File: config.mk
export PLATFORM = sky130hd
export DESIGN_NAME = i2c_bus_guard
export DESIGN_NICKNAME = d
export VERILOG_FILES = /design/src/rtl/i2c_guard_pkg.sv /design/src/rtl/i2c_guard_datapath.sv /design/src/rtl/i2c_guard_control.sv /design/src/rtl/i2c_bus_guard.sv
export SDC_FILE = /design/constraint.sdc
export NUM_CORES = 1
export LEC_CHECK = 0
export CAP_MARGIN = 15
export CORE_AREA = 5 5 42 44
export DETAILED_ROUTE_END_ITERATION = 8
export DIE_AREA = 0 0 47 49
export PLACE_DENSITY_LB_ADDON = 0.12
export SLEW_MARGIN = 10
export SYNTH_ARGS = -nofsm -noshare
export SYNTH_HDL_FRONTEND = slang
export SYNTH_HIERARCHICAL = 1
export SYNTH_SLANG_ARGS = --single-unit
File: constraint.sdc
create_clock -name clk -period 4.3 [get_ports clk]
set_input_delay 1.075 -clock clk [delete_from_list [all_inputs] [get_ports clk]]
set_output_delay 1.075 -clock clk [all_outputs]
set_load 0.02 [all_outputs]
File: src/rtl/i2c_guard_pkg.sv
package i2c_guard_pkg;
  typedef struct packed {
    logic frameOpen;
    logic frameClose;
    logic pulseArm;
    logic pulseDone;
    logic errSet;
    logic errClr;
  } guardStrobes_t;
endpackage

File: src/rtl/i2c_guard_datapath.sv
module i2c_guard_datapath
  import i2c_guard_pkg::*;
#(
  parameter int SYNC_STAGES    = 2,
  parameter int BITS_PER_FRAME = 9
) (
  input  logic          clk,
  input  logic          rstN,
  input  logic          sclIn,
  input  logic          sdaIn,
  input  guardStrobes_t strobes,
  output logic          startDet,
  output logic          stopDet,
  output logic          sclRise,
  output logic          sclFall,
  output logic          inFrame,
  output logic          pulseArmed,
  output logic          cntZero,
  output logic          busErr
);
  localparam int CNT_W = $clog2(BITS_PER_FRAME);
  localparam logic [CNT_W-1:0] LAST = CNT_W'(BITS_PER_FRAME - 1);

  logic [SYNC_STAGES-1:0] sclSh, sdaSh;
  logic sclS, sdaS, sclD, sdaD;
  logic [CNT_W-1:0] pulseCnt;

  // Line synchronizers, idle-high reset so no false edge follows reset
  always_ff @(posedge clk or negedge rstN) begin
    if (!rstN) begin
      sclSh <= '1;
      sdaSh <= '1;
      sclD  <= 1'b1;
      sdaD  <= 1'b1;
    end else begin
      sclSh <= {sclSh[SYNC_STAGES-2:0], sclIn};
      sdaSh <= {sdaSh[SYNC_STAGES-2:0], sdaIn};
      sclD  <= sclS;
      sdaD  <= sdaS;
    end
  end

  assign sclS     = sclSh[SYNC_STAGES-1];
  assign sdaS     = sdaSh[SYNC_STAGES-1];
  assign startDet = sclS & sclD & sdaD & ~sdaS;
  assign stopDet  = sclS & sclD & ~sdaD & sdaS;
  assign sclRise  = sclS & ~sclD;
  assign sclFall  = ~sclS & sclD;
  assign cntZero  = (pulseCnt == '0);

  always_ff @(posedge clk or negedge rstN) begin
    if (!rstN) begin
      pulseCnt   <= '0;
      inFrame    <= 1'b0;
      pulseArmed <= 1'b0;
    end else begin
      if (strobes.frameOpen || strobes.frameClose) begin
        pulseCnt   <= '0;
        pulseArmed <= 1'b0;
        inFrame    <= strobes.frameOpen;
      end else if (strobes.pulseDone) begin
        pulseCnt   <= (pulseCnt == LAST) ? '0 : pulseCnt + 1'b1;
        pulseArmed <= 1'b0;
      end else if (strobes.pulseArm) begin
        pulseArmed <= 1'b1;
      end
    end
  end

  always_ff @(posedge clk or negedge rstN) begin
    if (!rstN)                busErr <= 1'b0;
    else if (strobes.errSet)  busErr <= 1'b1;
    else if (strobes.errClr)  busErr <= 1'b0;
  end

  a_r2_start_stop_exclusive: assert property (@(posedge clk) disable iff (!rstN)
    !(startDet && stopDet));
  a_r4_count_bound: assert property (@(posedge clk) disable iff (!rstN)
    pulseCnt <= LAST);
  a_r10_stop_closes_frame: assert property (@(posedge clk) disable iff (!rstN)
    stopDet |=> (!inFrame && cntZero));
  a_r5_err_needs_condition: assert property (@(posedge clk) disable iff (!rstN)
    $rose(busErr) |-> $past(startDet || stopDet));
  a_r8_err_sticky: assert property (@(posedge clk) disable iff (!rstN)
    (busErr && !strobes.errClr) |=> busErr);
endmodule

File: src/rtl/i2c_guard_control.sv
module i2c_guard_control
  import i2c_guard_pkg::*;
(
  input  logic          clk,
  input  logic          rstN,
  input  logic          startDet,
  input  logic          stopDet,
  input  logic          sclRise,
  input  logic          sclFall,
  input  logic          inFrame,
  input  logic          pulseArmed,
  input  logic          cntZero,
  input  logic          isMaster,
  input  logic          isAddrSlave,
  input  logic          inAddrPhase,
  input  logic          clrErr,
  output guardStrobes_t strobes,
  output logic          addrRestart
);
  logic misplaced, involved;

  assign misplaced = (startDet | stopDet) & inFrame & ~cntZero;
  assign involved  = isMaster | (isAddrSlave & ~inAddrPhase);

  always_comb begin
    strobes            = '0;
    strobes.frameOpen  = startDet;
    strobes.frameClose = stopDet;
    strobes.pulseArm   = sclRise & inFrame;
    strobes.pulseDone  = sclFall & inFrame & pulseArmed;
    strobes.errSet     = misplaced & involved;
    strobes.errClr     = clrErr;
  end

  assign addrRestart = startDet & inFrame & ~cntZero & ~isMaster;

  a_r7_addr_phase_quiet: assert property (@(posedge clk) disable iff (!rstN)
    (!isMaster && inAddrPhase) |-> !strobes.errSet);
  a_r9_restart_needs_start: assert property (@(posedge clk) disable iff (!rstN)
    addrRestart |-> (startDet && !isMaster));
endmodule

File: src/rtl/i2c_bus_guard.sv
module i2c_bus_guard
  import i2c_guard_pkg::*;
#(
  parameter int SYNC_STAGES    = 2,
  parameter int BITS_PER_FRAME = 9
) (
  input  logic clk,
  input  logic rstN,
  input  logic sclIn,
  input  logic sdaIn,
  input  logic isMaster,
  input  logic isAddrSlave,
  input  logic inAddrPhase,
  input  logic clrErr,
  output logic startPulse,
  output logic stopPulse,
  output logic busErr,
  output logic addrRestart
);
  guardStrobes_t strobes;
  logic sclRise, sclFall, inFrame, pulseArmed, cntZero;

  i2c_guard_datapath #(
    .SYNC_STAGES(SYNC_STAGES),
    .BITS_PER_FRAME(BITS_PER_FRAME)
  ) uDatapath (
    .clk(clk), .rstN(rstN), .sclIn(sclIn), .sdaIn(sdaIn), .strobes(strobes),
    .startDet(startPulse), .stopDet(stopPulse), .sclRise(sclRise),
    .sclFall(sclFall), .inFrame(inFrame), .pulseArmed(pulseArmed),
    .cntZero(cntZero), .busErr(busErr)
  );

  i2c_guard_control uControl (
    .clk(clk), .rstN(rstN), .startDet(startPulse), .stopDet(stopPulse),
    .sclRise(sclRise), .sclFall(sclFall), .inFrame(inFrame),
    .pulseArmed(pulseArmed), .cntZero(cntZero), .isMaster(isMaster),
    .isAddrSlave(isAddrSlave), .inAddrPhase(inAddrPhase), .clrErr(clrErr),
    .strobes(strobes), .addrRestart(addrRestart)
  );
endmodule

### Word-level counts from Yosys, hierarchy flattened

Index checks and enable logic that the tools add are counted.

* input bits: 8
* flip-flop bits (word level): 13
* output and inout port bits: 4

* bitwise operators: 26
* eq/ne operators: 1
* muxes and demuxes: 8
* reductions and logical operators: 5
* add/subtract/negate cells: 1

Operators with widths (count)
* 1-bit bitwise AND: 17
* 4-bit two-way mux: 3
* 1-bit NOT: 7
* 1-bit two-way mux: 5
* 4-bit by 1-bit adder with 4-bit output, second input constant: 1
* 4-bit == test, second input constant: 1
* 4-bit zero test: 1
* 2-bit nonzero test: 2
* 3-bit nonzero test: 1
* 1-bit OR: 2
* 1-bit logical OR: 1

### Depth between registers and ports, before layout

* depth in word-level cells: 8
* gate-level depth with buffers: 6
* gate-level depth less buffers: 6

### Cells and area by module

Netlist, hierarchy kept.

Modules (own cells, without submodules)
* i2c_guard_datapath: area each 541.8 um^2, times used 1, cells each 46
* i2c_guard_control: area each 70.1 um^2, times used 1, cells each 9

### Worst setup path before layout

Ideal clock, no wire load.

* path kind: reg2out
* start: register uDatapath.sclSh[1]
* end: output port addrRestart
* buffers on the path: 0
* cell stages (with the launch flop): 4
* data arrival time: 1630 ps
* setup slack: 1595 ps
* required time: 3225 ps
* cell sequence: dfstp_2 > nand2_1 > nor3b_1 > and3b_1

* word-level cells in the longest chain between the ends: 6

RTL lines
* from (decl): RTL line i2c_guard_datapath.sv:24 `logic [SYNC_STAGES-1:0] sclSh, sdaSh;`
* from (signal assigned): RTL line i2c_guard_datapath.sv:36 `sclSh <= {sclSh[SYNC_STAGES-2:0], sclIn};`
* 1-bit bitwise AND (3 in series): RTL line i2c_guard_datapath.sv:45 `assign startDet = sclS & sclD & sdaD & ~sdaS;`
* net startPulse: RTL line i2c_bus_guard.sv:15 `output logic startPulse,`
* 1-bit bitwise AND (3 in series): RTL line i2c_guard_control.sv:35 `assign addrRestart = startDet & inFrame & ~cntZero & ~isMaster;`
* to (decl): RTL line i2c_bus_guard.sv:18 `output logic addrRestart`

The timed path passes the listed nets, and every way through them passes these cells.

### Final worst setup path

* start: input port isMaster
* end: output port addrRestart

* word-level cells in the longest chain between the ends: 2

RTL lines
* from (decl): RTL line i2c_bus_guard.sv:11 `input logic isMaster,`
* 1-bit NOT: RTL line i2c_guard_control.sv:35
* 1-bit bitwise AND: RTL line i2c_guard_control.sv:35

No other way between the ends.

==> results.py <==
metrics = {
    "route": {
        "drt_first_pass_iters": 4,
        "via_per_inst": 4.988,
        "drc": 0,
        "drt_iter0_drc": 6,
        "vias": 414,
        "drtAntennaViolNets": 0,
        "post_drt_wl_per_cell_um": 12.08,
        "routed_wl_um": 1003,
    },
    "cts": {
        "cts_setup_buffers": 0,
        "numCtsBuffers": 3,
        "clockBufferDepth": 2,
        "cts_tree": "yes",
        "cts.clk_slew.worst_paths_ns": 0.07,
        "post_cts_resized": 0,
        "clk_latency_ns": 0.26,
        "clkSinkCount": 13,
        "h-tree-depth": 1,
        "cts_root_buffer": "clkbuf_4",
        "cts_hold_buf": 0,
    },
    "placed_design": {
        "dp_cells": 79,
        "numPortBuffers": 11,
        "dp_slack_ns": 0.9297,
        "gp_congestion": 0.8222,
        "dp_hpwl_um": 814.8,
        "dpl-instance-area_sq_um": 719.4,
    },
    "final_layout": {
        "fin_area_sq_um": 745.7,
        "antenna_cells": 0,
        "nets": 78,
        "syn_to_final_growth_pct": 21.88,
        "fin_cells": 83,
        "utilization": 0.5321,
        "drive_gt1_frac": 0.1940,
        "num-fill-cells": 145,
    },
    "synthesis": {
        "synth_top_area_frac": 0.2863,
        "yosysSeqAreaShare": 0.5440,
        "synth_area_sq_um": 611.8,
        "synthFlopType": "dfrtp_1",
        "ys_ff_latch": 13,
        "netlist.top_cell.by_area": "dfrtp_1",
        "synth_edf_count": 0,
        "synth.avg_cell_area_sq_um": 11.12,
        "synth_top_cells_by_count": "7 x dfrtp_1, 6 x dfstp_2, 4 x inv_1, 4 x nand2_1",
        "synth_nets": 65,
        "yosysMostFrequentCell": "dfrtp_1",
        "synth_cells": 55,
        "synth_area_leaders": "dfrtp_1 29%, dfstp_2 26%, ha_1 4.1%",
        "synth_cell_types": 28,
        "synthArstFlopShare": 1.000,
        "yosys_warnings": 6,
    },
    "worst_setup_path": {
        "cpMostUsedCell": "clkdlybuf4s50_1",
        "worstPathArrival_ns": 2.30,
        "path_max_fanout": 2,
        "worst-setup-path-type": "in2out",
        "r2r_setup_slack_ns": 2.69,
        "crit_chain": "clkdlybuf4s50_1 > and3b_1 > clkdlybuf4s50_1",
        "setup.worst_path.end_class": "primary output",
        "cp-start-kind": "input port",
        "critPathRequiredTime_ns": 3.22,
        "critPathMaxStageDelay_ns": 0.60,
        "cp_slowest_cell": "clkdlybuf4s50_1",
    },
    "timing": {
        "fin_skew_ns": 0.001381,
        "finalSetupViolations": 0,
        "clock.fmax_ghz": 0.2964,
        "finalHoldViolations": 0,
        "slew-limit-headroom": 0.6362,
        "grt_setup_unrepaired": "no",
        "setup_slack_ns": 0.9260,
        "tns_ns": 0,
        "min_period_over_period": 0.7846,
        "min_period_ns": 3.374,
        "maxSlewViolCount": 0,
        "tightest_slew_ns": 0.5440,
    },
    "die": {
        "core.rowCount": 14,
        "dieArea_sq_um": 2303,
        "start_util": 0.4366,
        "die_w_um": 47,
        "core_sq_um": 1401,
        "ioPinCount": 12,
        "fp.dieH_um": 49,
    },
    "global_route": {
        "grt_max_degree": 14,
        "grt_pass1_vias": 421,
        "grt_pass1_wl_um": 1780,
        "grt_usage": 0.1088,
        "antenna_found_initial": 0,
        "overflow": 0,
    },
    "pwr": {
        "powerDensity_nw_per_um2": 361.4,
        "ir_worst_vdd_mv": 0.2016,
        "power_leakage_nw": 0.3303,
    },
    "outcome": {
        "status": "finished, final reports clean",
    },
    "job": {
        "cap_viol_max_count": 0,
    },
    "worst_hold_path": {
        "hold_path.class": "reg2reg",
    },
}
## routing by layer
layer,GRT usage,part of all wire,up-vias
met5,0,0,-
met4,0.04147,0.012,0
met3,0.04428,0.035,2
met2,0.1584,0.50,7
met1,0.1412,0.45,196
li1,-,-,209
## where the power goes
part	switching, mW	internal, mW	leakage [nW]	total [mW]
registers	0.0120	0.138	0.156	0.150
logic	0.0229	0.0255	0.159	0.0484
clock network	0.0353	0.0358	0.0150	0.0711
total	0.0702	0.199	0.330	0.269
## stage by stage
| stage | hold WS (ns) | total power [mW] |
|---|---|---|
| global placement | 0.3459 | 0.1997 |
| finish | 0.3592 | 0.2695 |
| detailed placement | 0.3481 | 0.2012 |
| floorplan | 0.3452 | 0.1823 |
| CTS | 0.3615 | 0.2757 |
| global route | 0.3695 | 0.2939 |
## worst paths after layout
| path | from | end | depth (start not counted) |
|---|---|---|---|
| max | isMaster | addrRestart | 3 |
| min | uDatapath/sclSh[0] | uDatapath/sclSh[1] | 0 |
| max reg2reg | uDatapath/sclD | uDatapath/pulseCnt[2] | 5 |
| min reg2reg | uDatapath/sclSh[0] | uDatapath/sclSh[1] | 0 |
| max in group asynchronous | rstN | uDatapath/sdaSh[1] | 1 |
| min in group asynchronous | rstN | uDatapath/pulseCnt[3] | 1 |
## cell type report
class / count / area, sq um / area share
Tap cell: 16 / 20.02 / 0.02685
Sequential cell: 13 / 332.8 / 0.4463
Inverter: 4 / 15.01 / 0.02013
Clock buffer: 4 / 26.28 / 0.03523
Timing Repair Buffer: 11 / 110.1 / 0.1477
Multi-Input combinational cell: 35 / 241.5 / 0.3238
## layout by cell type (no fill, tap or decap)
cell and count:
a21oi_2 1, clkbuf_1 1, dfrtp_1 7, a21oi_1 2, clkbuf_4 3, nor2_1 2
nor3_1 1, clkdlybuf4s50_1 11, inv_1 4, o21ai_0 1, nand2_1 4, dfstp_2 6
or2_1 1, nor3b_1 3, ha_1 2, o221a_2 1, and2_1 1, or3b_1 1
a21boi_0 1, nand2b_1 1, nor2b_2 1, and3_1 1, o211ai_1 1, a21o_1 2
and3b_1 1, mux2i_1 1, nand2_2 1, nor2b_1 3, and4b_1 1, o21ai_1 1
## critical path: cells and delay by family
kind,cells,cell delay (ns)
buffers and inverters,2,1.02
AND/OR/NAND/NOR,1,0.21
## state kept, by name, indices dropped and copies added, names as in the netlist
name	count
uDatapath/busErr	1
uDatapath/inFrame	1
uDatapath/pulseArmed	1
uDatapath/pulseCnt	4
uDatapath/sclD	1
uDatapath/sclSh	2
uDatapath/sdaD	1
uDatapath/sdaSh	2
## cells by family after synthesis
family | share of synthesized area
compound gates | 0.1145
fa+ha+maj | 0.04089
buf+inv | 0.06134
flops | 0.5440
mux | 0.01636
simple gates | 0.2229
(Power assumes the default switching activity.)
